<file path="src/rtl/swtime_pkg.sv">
package swtime_pkg;
  typedef enum logic {SEQ_IDLE = 1'b0, SEQ_RUN = 1'b1} seq_state_e;
  localparam int NUM_CTL    = 3;
  localparam int CTL_RESET  = 0;
  localparam int CTL_SELECT = 1;
  localparam int CTL_HOLD   = 2;
endpackage

</file>
<file path="src/rtl/swtime_rowgen.sv">
module swtime_rowgen
  import swtime_pkg::*;
#(
  parameter int NROWS  = 10,
  parameter int PW_W   = 16,
  parameter int TERM_W = 4
) (
  input  logic              clk,
  input  logic              rst_n,
  input  logic              trig_i,
  input  logic [PW_W-1:0]   pulse_cycles_i,
  input  logic [TERM_W-1:0] term_row_i,
  output logic [NROWS:0]    row_o
);
  seq_state_e        state_q;
  logic              trig_q;
  logic [PW_W-1:0]   cnt_q;
  logic [TERM_W-1:0] cur_q;
  logic [TERM_W-1:0] last_row;
  logic [PW_W:0]     cnt_nx;
  logic              step;

  // last row actually produced in this cycle
  always_comb begin
    if (term_row_i == '0 || term_row_i > TERM_W'(NROWS))
      last_row = TERM_W'(NROWS);
    else
      last_row = term_row_i - 1'b1;
  end

  assign cnt_nx = {1'b0, cnt_q} + 1'b1;
  assign step   = cnt_nx >= {1'b0, pulse_cycles_i};

  always_ff @(posedge clk or negedge rst_n) begin
    if (!rst_n) begin
      state_q <= SEQ_IDLE;
      trig_q  <= 1'b0;
      cnt_q   <= '0;
      cur_q   <= '0;
    end else begin
      trig_q <= trig_i;
      case (state_q)
        SEQ_IDLE: begin
          if (trig_i && !trig_q) begin
            state_q <= SEQ_RUN;
            cnt_q   <= '0;
            cur_q   <= '0;
          end
        end
        default: begin
          if (step) begin
            cnt_q <= '0;
            if (cur_q == last_row) begin
              state_q <= SEQ_IDLE;
              cur_q   <= '0;
            end else begin
              cur_q <= cur_q + 1'b1;
            end
          end else begin
            cnt_q <= cnt_nx[PW_W-1:0];
          end
        end
      endcase
    end
  end

  always_comb begin
    row_o        = '0;
    row_o[cur_q] = 1'b1;
  end
endmodule

</file>
<file path="src/rtl/swtime_ctl.sv">
module swtime_ctl #(
  parameter int NROWS = 10
) (
  input  logic             clk,
  input  logic             rst_n,
  input  logic [NROWS-1:0] rows_i,
  input  logic [NROWS-1:0] close_mask_i,
  input  logic [NROWS-1:0] open_mask_i,
  output logic             sw_o
);
  logic close_col, open_col;
  logic close_q, open_q, pend_q, sw_q;
  logic close_rise, open_rise, open_fall;

  assign close_col  = |(rows_i & close_mask_i);
  assign open_col   = |(rows_i & open_mask_i);
  assign close_rise = close_col & ~close_q;
  assign open_rise  = open_col & ~open_q;
  assign open_fall  = open_q & ~open_col;

  always_ff @(posedge clk or negedge rst_n) begin
    if (!rst_n) begin
      close_q <= 1'b0;
      open_q  <= 1'b0;
      pend_q  <= 1'b0;
      sw_q    <= 1'b1;
    end else begin
      close_q <= close_col;
      open_q  <= open_col;
      if (close_rise) begin
        sw_q   <= 1'b0;
        pend_q <= open_rise;   // opening deferred to the end of the row
      end else if (open_rise) begin
        sw_q   <= 1'b1;
        pend_q <= 1'b0;
      end else if (pend_q && open_fall) begin
        sw_q   <= 1'b1;
        pend_q <= 1'b0;
      end
    end
  end

  assign sw_o = sw_q;
endmodule

</file>
<file path="src/rtl/swtime_hazard.sv">
module swtime_hazard #(
  parameter int NROWS  = 10,
  parameter int TERM_W = 4
) (
  input  logic [TERM_W-1:0] term_row_i,
  input  logic [NROWS-1:0]  rst_open_mask_i,
  input  logic [NROWS-1:0]  hold_close_mask_i,
  output logic              hazard_o
);
  logic [NROWS-1:0] en, b_m, f_m, b_r, f_r;

  for (genvar i = 0; i < NROWS; i++) begin : g_en
    assign en[i] = (term_row_i == '0) || (term_row_i > TERM_W'(NROWS)) ||
                   (TERM_W'(i + 1) < term_row_i);
  end

  assign b_m      = rst_open_mask_i & en;
  assign f_m      = hold_close_mask_i & en;
  assign b_r      = b_m & ~{b_m[NROWS-2:0], 1'b0};
  assign f_r      = f_m & ~{f_m[NROWS-2:0], 1'b0};
  assign hazard_o = |(b_r & f_r);
endmodule

</file>
<file path="src/rtl/swtime_seq.sv">
module swtime_seq
  import swtime_pkg::*;
#(
  parameter int NROWS = 10,
  parameter int PW_W  = 16,
  localparam int TERM_W = $clog2(NROWS + 1)
) (
  input  logic              clk,
  input  logic              rst_n,
  input  logic              trig_i,
  input  logic [PW_W-1:0]   pulse_cycles_i,
  input  logic [TERM_W-1:0] term_row_i,
  input  logic [NROWS-1:0]  rst_close_rows_i,
  input  logic [NROWS-1:0]  rst_open_rows_i,
  input  logic [NROWS-1:0]  sel_close_rows_i,
  input  logic [NROWS-1:0]  sel_open_rows_i,
  input  logic [NROWS-1:0]  hold_close_rows_i,
  input  logic [NROWS-1:0]  hold_open_rows_i,
  output logic              reset_sw_o,
  output logic              select_sw_o,
  output logic              hold_sw_o,
  output logic [NROWS:0]    row_o,
  output logic              hazard_o
);
  logic [NUM_CTL-1:0][NROWS-1:0] close_m, open_m;
  logic [NUM_CTL-1:0]            sw;

  assign close_m[CTL_RESET]  = rst_close_rows_i;
  assign open_m[CTL_RESET]   = rst_open_rows_i;
  assign close_m[CTL_SELECT] = sel_close_rows_i;
  assign open_m[CTL_SELECT]  = sel_open_rows_i;
  assign close_m[CTL_HOLD]   = hold_close_rows_i;
  assign open_m[CTL_HOLD]    = hold_open_rows_i;

  swtime_rowgen #(.NROWS(NROWS), .PW_W(PW_W), .TERM_W(TERM_W)) u_rowgen (
    .clk(clk), .rst_n(rst_n), .trig_i(trig_i),
    .pulse_cycles_i(pulse_cycles_i), .term_row_i(term_row_i), .row_o(row_o)
  );

  for (genvar c = 0; c < NUM_CTL; c++) begin : g_ctl
    swtime_ctl #(.NROWS(NROWS)) u_ctl (
      .clk(clk), .rst_n(rst_n), .rows_i(row_o[NROWS:1]),
      .close_mask_i(close_m[c]), .open_mask_i(open_m[c]), .sw_o(sw[c])
    );
  end

  swtime_hazard #(.NROWS(NROWS), .TERM_W(TERM_W)) u_hazard (
    .term_row_i(term_row_i), .rst_open_mask_i(rst_open_rows_i),
    .hold_close_mask_i(hold_close_rows_i), .hazard_o(hazard_o)
  );

  assign reset_sw_o  = sw[CTL_RESET];
  assign select_sw_o = sw[CTL_SELECT];
  assign hold_sw_o   = sw[CTL_HOLD];
endmodule

</file>
<file path="config.mk">
export PLATFORM = sky130hd
export DESIGN_NAME = swtime_seq
export DESIGN_NICKNAME = d
export VERILOG_FILES = /design/src/rtl/swtime_pkg.sv /design/src/rtl/swtime_rowgen.sv /design/src/rtl/swtime_ctl.sv /design/src/rtl/swtime_hazard.sv /design/src/rtl/swtime_seq.sv
export SDC_FILE = /design/constraint.sdc
export NUM_CORES = 1
export LEC_CHECK = 0
export BUFFER_PORTS_ARGS = -buffer_cell sky130_fd_sc_hd__buf_4
export CORE_ASPECT_RATIO = 1.75
export CORE_MARGIN = 2
export CORE_UTILIZATION = 45
export DETAILED_ROUTE_END_ITERATION = 8
export PLACE_DENSITY_LB_ADDON = 0.2
export SYNTH_ARGS = -nofsm -noshare
export SYNTH_HDL_FRONTEND = slang
export SYNTH_SLANG_ARGS = --single-unit
</file>
<file path="constraint.sdc">
create_clock -name clk -period 3.1 [get_ports clk]
set_input_delay 0.465 -clock clk [delete_from_list [all_inputs] [get_ports clk]]
set_output_delay 0.465 -clock clk [all_outputs]
set_load 0.005 [all_outputs]
</file>
# After elaboration in Yosys (flattened, before gate mapping)
# Index checks and enable logic that the tools add are counted.
[totals]
regBits = 34
input_bits = 83
output_inout_bits = 15
elab_cells = 128
[op_classes]
add_sub_neg = 3
n_lt_le_gt_ge = 14
eq_ne = 2
n_mux = 32
n_bitwise = 31
n_reduce_logical = 30
[op_table]
columns = ["operator", "n"]
rows = [
  ["$and A10 B10 Y10", 11],
  ["$reduce_or A10 Y1", 7],
  ["$mux W16", 3],
  ["$mux W1", 23],
  ["$mux W4", 5],
  ["$not A10 Y10", 2],
  ["$add A16 B1 Y17 const B", 1],
  ["$ge A17 B16 Y1", 1],
  ["$lt A3 B4 Y1 const A", 4],
  ["$lt A4 B4 Y1 const A", 3],
  ["$logic_or A1 B1 Y1", 11],
  ["$and A1 B1 Y1", 9],
  ["$not A1 Y1", 9],
  ["$reduce_bool A3 Y1", 3],
  ["$lt A2 B4 Y1 const A", 2],
  ["$logic_and A1 B1 Y1", 5],
  ["$lt A4 B5 Y1 const B", 1],
  ["$add A4 B1 Y4 const B", 1],
  ["$demux W1 S4", 1],
  ["$eq A4 B4 Y1", 1],
  ["$ge A4 B1 Y1 const B", 1],
  ["$gt A4 B4 Y1 const B", 1],
  ["$logic_not A4 Y1", 1],
  ["$lt A1 B4 Y1 const A", 1],
  ["other kinds (5)", 5],
]

# Longest topological paths before layout
# Gate-level depths: netlist of run 1.
[logic_depth]
ltp_word = 12
depth_mapped = 15
depth_no_buf = 13

# Modules after synthesis
# Synthesis of run 1 repeated with hierarchy kept, for this count alone.
[unflattened]
hier_cells = 321
area_unflattened_um2 = 2880.3
[modules_own_cells]
columns = ["mod", "instances", "cells_per_inst", "area_each_um2", "seq_area_each_um2"]
rows = [
  ["swtime_rowgen", 1, 212, 1873.0, 550.5],
  ["swtime_ctl", 3, 26, 264.0, 101.3],
  ["swtime_hazard", 1, 31, 215.2, 0.0],
]

# Least setup slack after synthesis of run 1
# No wires, ideal clock.
[synth_path]
path_type = "reg2reg"
start = "reg u_rowgen.cnt_q[0]"
end = "reg u_rowgen.state_q"
setup_time_ns = 0.082
t_arrival_ns = 3.062
required_time_ns = 3.018
slack_ns = -0.044
path_stages_with_launch = 15
n_path_buf = 2
period_less_slack_ns = 3.144
cell_sequence = "dfrtp_1 -> ha_1 -> nand3_4 -> nor4_4 -> nand3_1 -> nand2_1 -> nand2_1 -> ha_1 -> a21o_1 -> a21oi_1 -> o211a_1 -> clkbuf_1 -> buf_1 -> nand3_1 -> a31oi_1"
[synth_via]
elab_chain_cells = 4
[synth_lines]
columns = ["item", "line_no", "text"]
rows = [
  ["start: declaration", "swtime_rowgen.sv:17", "logic [PW_W-1:0] cnt_q;"],
  ["start signal: assignment", "swtime_rowgen.sv:60", "cnt_q <= cnt_nx[PW_W-1:0];"],
  ["$add A16 B1 Y17", "swtime_rowgen.sv:31", "assign cnt_nx = {1'b0, cnt_q} + 1'b1;"],
  ["$ge A17 B16 Y1", "swtime_rowgen.sv:32", "assign step = cnt_nx >= {1'b0, pulse_cycles_i};"],
  ["$mux W1", "swtime_rowgen.sv:51", "if (step) begin"],
  ["$mux W1", "swtime_rowgen.sv:42", "case (state_q)"],
  ["end signal: assignment", "swtime_rowgen.sv:36", "state_q <= SEQ_IDLE;"],
  ["end signal: assignment", "swtime_rowgen.sv:45", "state_q <= SEQ_RUN;"],
  ["end signal: assignment", "swtime_rowgen.sv:54", "state_q <= SEQ_IDLE;"],
  ["end: declaration", "swtime_rowgen.sv:15", "seq_state_e state_q;"],
]
# No other way between the ends.
# A chain may end at the register's enable or synchronous reset.

# Final worst setup path of run 1
[layout_path]
start = "reg u_rowgen.cnt_q[0]"
end = "reg u_rowgen.cnt_q[9]"
[layout_via]
elab_chain_cells = 4
[layout_lines]
columns = ["item", "line_no"]
rows = [
  ["$add A16 B1 Y17 (*)", "swtime_rowgen.sv:31"],
  ["$ge A17 B16 Y1", "swtime_rowgen.sv:32"],
  ["$mux W16 (*)", "swtime_rowgen.sv:51"],
  ["$mux W16 (*)", "swtime_rowgen.sv:42"],
]
# Every way passes the cells marked *; elsewhere a longest branch is shown, timed or not.

==> flow_summary.toml, run 1 <==
[clocking]
clock-sinks = 34
clk-insertion-delay-late_ns = 0.28
numCtsBuffers = 5
cts_max_level = 2
clk_path_buf_depth = 2
clock_tree.root_cell = "sky130_fd_sc_hd__clkbuf_16"
cts_tree = "built"
clk_transition_reported_paths_ns = 0.05

[floorplanning]
dieArea_sq_mm = 0.00794
die_h_microns = 116
number_of_primary_i_o_pins = 98
initial_standard_cell_utilization_of_the_core_pct = 45.9
core.rowCount = 41
core_area_sq_mm = 0.00708
die_x_microns = 68.2

[routing]
via_count = 3522
via_per_inst = 6.10
detail_route.wl_per_cell_microns = 17.4
aggregate_routed_wire_length_microns = 10000
drtIter0Drc = 247
postRouteAntennaNets = 0
drc_errors = 0
dr.pass1.iters = 5

[critical_path]
cp-end-kind = "flop"
start_kind = "flop"
rr_worst_depth = 15
criticalPathCategory = "reg2reg"
critical_path.reg2reg.startpoint = "u_rowgen.cnt_q[0]"
path_max_fanout = 9
critical_path_required_ns = 3.24
r2r-end = "u_rowgen.cnt_q[9]"
timing.reg2reg.setup_slack_ns = 0.05
cp-endpoint = "u_rowgen.cnt_q[9]"
critical_path_arrival_ns = 3.19
worstSetupStartpoint = "u_rowgen.cnt_q[0]"

[synthesis]
ys_async_sr_fraction_pct = 100
seq_area_frac_synth_pct = 26.3
synth-seq-cells = 34
synth-main-ff-cell = "sky130_fd_sc_hd__dfrtp_1"
synth_cell_area_sq_mm = 0.00325
synth.lib_cells_used.distinct = 68
post_synth_fa_ha_maj_area_fraction_pct = 9.24
number_of_enable_flip_flop_cells_after_synthesis = 0
postSynthNetCount = 487
synth_top_family_by_area = "compound AO/OA/AOI/OAI gates"
yosys.area_share.simple_pct = 24.7
postSynthAreaPerCell_sq_um = 8.55
synth-compound-area-share_pct = 25.0
muxShareOfSynthArea_pct = 4.01
syn-instance-count = 380
post_synthesis_xor_xnor_area_fraction_pct = 4.31
ys_warnings = 0

[hold_path]
timing.hold.worst.class = "in2async"

[global_routing]
grt_pass1_vias = 3404
grt_start_max_net_pins = 35
grt_first_pass_wirelength_microns = 15400
grt_antenna_before_repair = 0
grt_use_total_pct = 25.3
globalRouteOverflowTotal = 0

[power_and_ir_drop]
power_density_mw_per_mm2 = 562
cellLeakagePower_nw = 2.16
vdd_drop_max_v = 0.000410

[cells_and_area]
final_net_count = 598
layout-drive-gt1-share_pct = 33.2
area_delta_synth_final_pct = 36.3
fillCellCount = 622
antenna_cells = 0
seqCellArea_sq_um = 855
multi_input_area_sq_mm = 0.00226

[sta]
fin_crit_ns = 3.05
fmaxAchievable_mhz = 327
timing.slew.headroom_pct = 17.3
transition_time_at_the_pin_with_the_least_slew_margin_ns = 1.24
hold_violations_final = 0
slew_viol_final = 0
timing.final.crit_share_pct = 98.5
post-route-worst-setup-slack_ns = 0.0464
finalClockSkew_ns = 0.00639
unrepaired_setup_endpoints_after_global_routing = "true"
setup_viol = 0
setup_total_negative_slack_ns = 0

[placement]
detail_placement_hpwl_microns = 7620
place_ws_ns = 0.0200
place.gp.congestion = 0.853
io_buffer_count = 97

[job]
drv_cap = 0

[run_status]
run_status = "completed"
==> cells by family after synthesis <==
family / Yosys count
mux: 12
flops: 34
buf+inv: 48
compound gates: 106
xor+xnor: 16
fa+ha+maj: 24
simple gates: 140
==> registers in the layout, indices dropped and copies added (netlist names) <==
register             flops
g_ctl.u_ctl.close_q      3
g_ctl.u_ctl.pend_q       3
g_ctl.u_ctl.open_q       3
u_rowgen.cnt_q          16
u_rowgen.state_q         1
u_rowgen.cur_q           4
u_rowgen.trig_q          1
g_ctl.u_ctl.sw_o         3
==> synth_stat cells, types with 3 or more instances <==
| cell | count | area, sq um |
|---|---|---|
| sky130_fd_sc_hd__a211oi_1 | 4 | 30.0 |
| sky130_fd_sc_hd__a21oi_1 | 11 | 55.1 |
| sky130_fd_sc_hd__a221oi_1 | 3 | 26.3 |
| sky130_fd_sc_hd__a222oi_1 | 8 | 80.1 |
| sky130_fd_sc_hd__a22o_1 | 5 | 43.8 |
| sky130_fd_sc_hd__a22oi_1 | 4 | 30.0 |
| sky130_fd_sc_hd__a31oi_1 | 11 | 68.8 |
| sky130_fd_sc_hd__a32o_1 | 7 | 70.1 |
| sky130_fd_sc_hd__and2_1 | 11 | 68.8 |
| sky130_fd_sc_hd__and3_1 | 8 | 50.1 |
| sky130_fd_sc_hd__buf_2 | 6 | 30.0 |
| sky130_fd_sc_hd__buf_6 | 3 | 33.8 |
| sky130_fd_sc_hd__clkbuf_1 | 11 | 41.3 |
| sky130_fd_sc_hd__dfrtp_1 | 31 | 776 |
| sky130_fd_sc_hd__dfstp_2 | 3 | 78.8 |
| sky130_fd_sc_hd__ha_1 | 24 | 300 |
| sky130_fd_sc_hd__inv_1 | 27 | 101 |
| sky130_fd_sc_hd__mux2_2 | 7 | 78.8 |
| sky130_fd_sc_hd__mux2i_1 | 4 | 40.0 |
| sky130_fd_sc_hd__nand2_1 | 37 | 139 |
| sky130_fd_sc_hd__nand2b_1 | 5 | 31.3 |
| sky130_fd_sc_hd__nand3_1 | 18 | 90.1 |
| sky130_fd_sc_hd__nand4_1 | 9 | 56.3 |
| sky130_fd_sc_hd__nand4b_1 | 4 | 35.0 |
| sky130_fd_sc_hd__nor2_1 | 19 | 71.3 |
| sky130_fd_sc_hd__nor2b_1 | 3 | 18.8 |
| sky130_fd_sc_hd__nor3_1 | 3 | 15.0 |
| sky130_fd_sc_hd__o2111ai_1 | 3 | 26.3 |
| sky130_fd_sc_hd__o21ai_0 | 17 | 85.1 |
| sky130_fd_sc_hd__o21ai_1 | 3 | 15.0 |
| sky130_fd_sc_hd__o22ai_1 | 3 | 18.8 |
| sky130_fd_sc_hd__o31a_1 | 3 | 26.3 |
| sky130_fd_sc_hd__or3_1 | 5 | 31.3 |
| sky130_fd_sc_hd__or4bb_1 | 3 | 33.8 |
| sky130_fd_sc_hd__xnor2_1 | 6 | 52.6 |
| sky130_fd_sc_hd__xor2_1 | 10 | 87.6 |
==> per-stage QoR <==
stage | hold WS (ns) | std cells | power (mW) | utilization (%) | area (sq um)
global route | 0.166 | 577 | 2.66 | 62.5 | 4430
floorplan | 0.169 | 380 | 1.45 | - | 3250
detailed placement | 0.440 | 566 | 1.88 | 58.7 | 4160
finish | 0.117 | 577 | 2.49 | 62.5 | 4430
global placement | 0.441 | 566 | 1.84 | 58.7 | 4160
CTS | 0.142 | 574 | 2.46 | 61.2 | 4330
==> cell type report <==
class,count,area share [%]
multi-input cells,298,51.0
repair buffers,125,21.2
flip-flops and latches,34,19.3
clock buffers,6,3.14
well taps,86,2.43
inverters,27,2.29
clock inverters,1,0.678
==> cell usage in the layout (no fill, tap or decap), types with 4 or more instances in the layout <==
master                      instances
sky130_fd_sc_hd__nand3_1           14
sky130_fd_sc_hd__a21oi_1           10
sky130_fd_sc_hd__buf_4            125
sky130_fd_sc_hd__inv_1             27
sky130_fd_sc_hd__o21ai_0           15
sky130_fd_sc_hd__nand2_1           37
sky130_fd_sc_hd__nand4_1            9
sky130_fd_sc_hd__a222oi_1           8
sky130_fd_sc_hd__a22o_1             5
sky130_fd_sc_hd__xnor2_1            6
sky130_fd_sc_hd__nor2_1            17
sky130_fd_sc_hd__clkbuf_16          5
sky130_fd_sc_hd__xor2_1            10
sky130_fd_sc_hd__and3_1             8
sky130_fd_sc_hd__and2_1            11
sky130_fd_sc_hd__or3_1              5
sky130_fd_sc_hd__mux2_2             7
sky130_fd_sc_hd__a31oi_1           10
sky130_fd_sc_hd__o21ai_1            4
sky130_fd_sc_hd__a32o_1             7
sky130_fd_sc_hd__nand3_2            4
sky130_fd_sc_hd__nand2b_1           5
sky130_fd_sc_hd__a22oi_1            4
sky130_fd_sc_hd__dfrtp_1           31
sky130_fd_sc_hd__ha_1              23
sky130_fd_sc_hd__nand4b_1           4
sky130_fd_sc_hd__a211oi_1           4
sky130_fd_sc_hd__mux2i_1            4
==> layer usage <==
| metal | part of all wire [%] | vias to the layer above | wire [microns] | global-route usage [%] |
|---|---|---|---|---|
| met4 | 5.1 | 0 | 512 | 16.4 |
| met2 | 54 | 151 | 5410 | 45.2 |
| met1 | 35 | 1675 | 3530 | 26.4 |
| met5 | 0 | - | 0 | 0 |
| li1 | - | 1656 | - | - |
| met3 | 5.7 | 40 | 570 | 4.05 |
==> critical path: stages (launching register included) <==
cell and delay (ns):
sky130_fd_sc_hd__dfrtp_1 0.44, sky130_fd_sc_hd__ha_4 0.18, sky130_fd_sc_hd__nand3_4 0.10, sky130_fd_sc_hd__nor4_4 0.31, sky130_fd_sc_hd__nand3_2 0.15, sky130_fd_sc_hd__nand2_1 0.10, sky130_fd_sc_hd__nand2_1 0.06, sky130_fd_sc_hd__ha_1 0.33
sky130_fd_sc_hd__nand3_2 0.14, sky130_fd_sc_hd__nor2_1 0.12, sky130_fd_sc_hd__o21ai_0 0.12, sky130_fd_sc_hd__buf_4 0.18, sky130_fd_sc_hd__and3_1 0.20, sky130_fd_sc_hd__buf_4 0.18, sky130_fd_sc_hd__a41oi_1 0.21, sky130_fd_sc_hd__a31oi_1 0.08
==> repair_timing <==
item / CTS / global route
hold buffers: 0 / 0
gates resized for setup: 0 / 18
setup buffers: 1 / 3
setup endpoints to repair: 2 / 21
pin swaps: 2 / 12
==> report_power, final <==
| part | internal, mW | switching (mW) | total [mW] |
|---|---|---|---|
| logic | 0.597 | 0.604 | 1.20 |
| registers | 0.594 | 0.116 | 0.711 |
| clock network | 0.396 | 0.183 | 0.579 |
| total | 1.59 | 0.903 | 2.49 |
==> worst min-delay path by stage <==
stage / startpoint / depth (start not counted) / to
2_1_floorplan: rst_n / 0 / g_ctl[0].u_ctl.close_q
3_3_place_gp: rst_n / 1 / u_rowgen.cnt_q[14]
3_5_place_dp: rst_n / 1 / u_rowgen.cnt_q[14]
4_1_cts: rst_n / 1 / u_rowgen.cnt_q[14]
5_1_grt: rst_n / 1 / u_rowgen.cnt_q[3]
6_report: rst_n / 1 / u_rowgen.cnt_q[0]
Note: power is estimated with default switching activity, not from simulation.
==> run 2: changes to the inputs <==
- CELL_PAD_IN_SITES_DETAIL_PLACEMENT: not set -> 0
- CELL_PAD_IN_SITES_GLOBAL_PLACEMENT: not set -> 1
- CORE_UTILIZATION: 45 -> 35
- PLACE_DENSITY_LB_ADDON: 0.2 -> 0.15
==> run 2 against run 1 <==
  * Core utilization down 12 points
  * Flip-flop and latch count unchanged
  * Maximum frequency up 0.91%
  * Worst hold slack better by 0.0068 ns
  * Clock skew up 0.0024 ns
  * Largest cell class unchanged
  * Critical path depth down 2
  * Clock-buffer cell count up 2
  * Largest power group unchanged
  * Final cell count up 7.8%
  * Register-to-register slack better by 0.03 ns
  * Highest routed layer unchanged
  * Total power down 1.4%
  * Via count down 3.1%
==> flow_summary.toml, run 2 (synthesis gave the netlist of run 1 again) <==
[sta]
finalClockSkew_ns = 0.00881
timing.slew.headroom_pct = 44.0
timing.final.crit_share_pct = 97.6
post-route-worst-setup-slack_ns = 0.0739
fin_crit_ns = 3.03
slew_viol_final = 0
setup_total_negative_slack_ns = 0
transition_time_at_the_pin_with_the_least_slew_margin_ns = 0.839
setup_viol = 0
hold_violations_final = 0
fmaxAchievable_mhz = 330

[global_routing]
grt_start_max_net_pins = 35
globalRouteOverflowTotal = 0
grt_first_pass_wirelength_microns = 16400
grt_use_total_pct = 20.2
grt_pass1_vias = 3359
grt_antenna_before_repair = 0

[floorplanning]
core_area_sq_mm = 0.00904
dieArea_sq_mm = 0.0101
number_of_primary_i_o_pins = 98
die_h_microns = 131
die_x_microns = 76.8
core.rowCount = 46
initial_standard_cell_utilization_of_the_core_pct = 35.9

[critical_path]
critPathMostFrequentCell = "sky130_fd_sc_hd__nand2_1"
r2r-end = "u_rowgen.cnt_q[13]"
cp-end-kind = "flop"
cpMaxStageDelayCell = "sky130_fd_sc_hd__dfrtp_1"
critical_path_required_ns = 3.30
path_cells = "ha_4 > nand3_4 > nor4_4 > nand3_1 > nand2_1 > nand2_1 > ha_1 > a21o_1 > a21oi_2 > o211ai_1 > buf_4 > or3_1 > a31oi_1"
worstSetupStartpoint = "u_rowgen.cnt_q[1]"
timing.critical_path.depth = 13
start_kind = "flop"
critical_path_arrival_ns = 3.23
timing.reg2reg.setup_slack_ns = 0.07
path_max_fanout = 7
critical_path.reg2reg.startpoint = "u_rowgen.cnt_q[1]"
critical_path_max_stage_delay_ns = 0.41
cp-endpoint = "u_rowgen.cnt_q[13]"
criticalPathCategory = "reg2reg"
worst_path_dominant_cell_family = "simple AND/OR/NAND/NOR gates"
rr_worst_depth = 13
worstPathBufferInverterCount = 1

[clocking]
clock_tree.root_cell = "sky130_fd_sc_hd__clkbuf_16"
clk_transition_reported_paths_ns = 0.06
cts_hold_repair.buffers = 0
cts_max_level = 2
cts_tree = "built"
clk-insertion-delay-late_ns = 0.28
clk_path_buf_depth = 2
clock-sinks = 34
numCtsBuffers = 5

[placement]
place_ws_ns = 0.0265
place.gp.congestion = 0.858
io_buffer_count = 97
placedCellCount = 605
detail_placement_hpwl_microns = 8040
dpl_cell_area_sq_mm = 0.00424

[cells_and_area]
fin_cells = 622
layout_commonest_cell = "sky130_fd_sc_hd__buf_4"
regMostFlops = "u_rowgen.cnt_q"
design_area_sq_mm = 0.00452
commonest_cells_after_routing_fill_and_taps_aside = "sky130_fd_sc_hd__buf_4 (135), sky130_fd_sc_hd__nand2_1 (37), sky130_fd_sc_hd__dfrtp_1 (30)"
antenna_cells = 0
layout-drive-gt1-share_pct = 34.3
final_net_count = 608
biggestRegsByFlops = "u_rowgen.cnt_q: 16 flops, u_rowgen.cur_q: 4 flops"
utilization_pct = 50.1
max_reg_flops = 16
area_delta_synth_final_pct = 39.3

[routing]
detail_route.wl_per_cell_microns = 16.6
via_per_inst = 5.49
drtIter0Drc = 151
aggregate_routed_wire_length_microns = 10300
dr.pass1.iters = 8
postRouteAntennaNets = 0
drc_errors = 0
via_count = 3414

[hold_path]
timing.hold.worst.class = "in2async"

[job]
drv_cap = 0

[power_and_ir_drop]
cellLeakagePower_nw = 2.19
power_density_mw_per_mm2 = 543
vdd_drop_max_v = 0.000439

[run_status]
run_status = "completed"
==> run 2: timing repair <==
| item | in CTS | in global routing |
|---|---|---|
| buffers inserted | 0 | 9 |
| resized for setup | 0 | 15 |
| setup endpoints to repair | 0 | 17 |
==> run 2: how the worst min path moves through the flow <==
stage | start | end | depth (start not counted) | slack (ns)
floorplan | rst_n | g_ctl[0].u_ctl.close_q | 0 | 0.17
global placement | rst_n | u_rowgen.cnt_q[14] | 1 | 0.45
detailed placement | rst_n | u_rowgen.cnt_q[14] | 1 | 0.45
CTS | rst_n | u_rowgen.cnt_q[14] | 1 | 0.15
global route | rst_n | u_rowgen.cnt_q[10] | 1 | 0.16
finish | rst_n | u_rowgen.cnt_q[14] | 1 | 0.12
==> run 2: cell type report <==
| class | instances | area [sq um] |
|---|---|---|
| fillers | 904 | 4510 |
| repair buffers | 135 | 1010 |
| inverters | 27 | 101 |
| well taps | 120 | 150 |
| clock buffers | 8 | 146 |
| flip-flops and latches | 34 | 856 |
| multi-input cells | 298 | 2260 |
==> run 2: power by group <==
group / switching, mW / internal, mW / total [mW]
clock network: 0.182 / 0.320 / 0.503
registers: 0.109 / 0.594 / 0.703
logic: 0.615 / 0.635 / 1.25
==> run 2: metrics by stage <==
step	total power [mW]	hold WS, ns
floorplan	1.45	0.169
global placement	1.88	0.447
detailed placement	1.90	0.451
CTS	2.42	0.149
global route	2.64	0.163
finish	2.46	0.123
==> run 2: per-layer routing <==
metal	part of all wire, %	GRT usage [%]	wire length [microns]	vias to the layer above
met5	0	0	0	-
met4	2.0	7.17	207	0
met3	4.6	2.82	473	17
met1	37	20.9	3820	1621
met2	56	39.9	5810	105
li1	-	-	-	1671
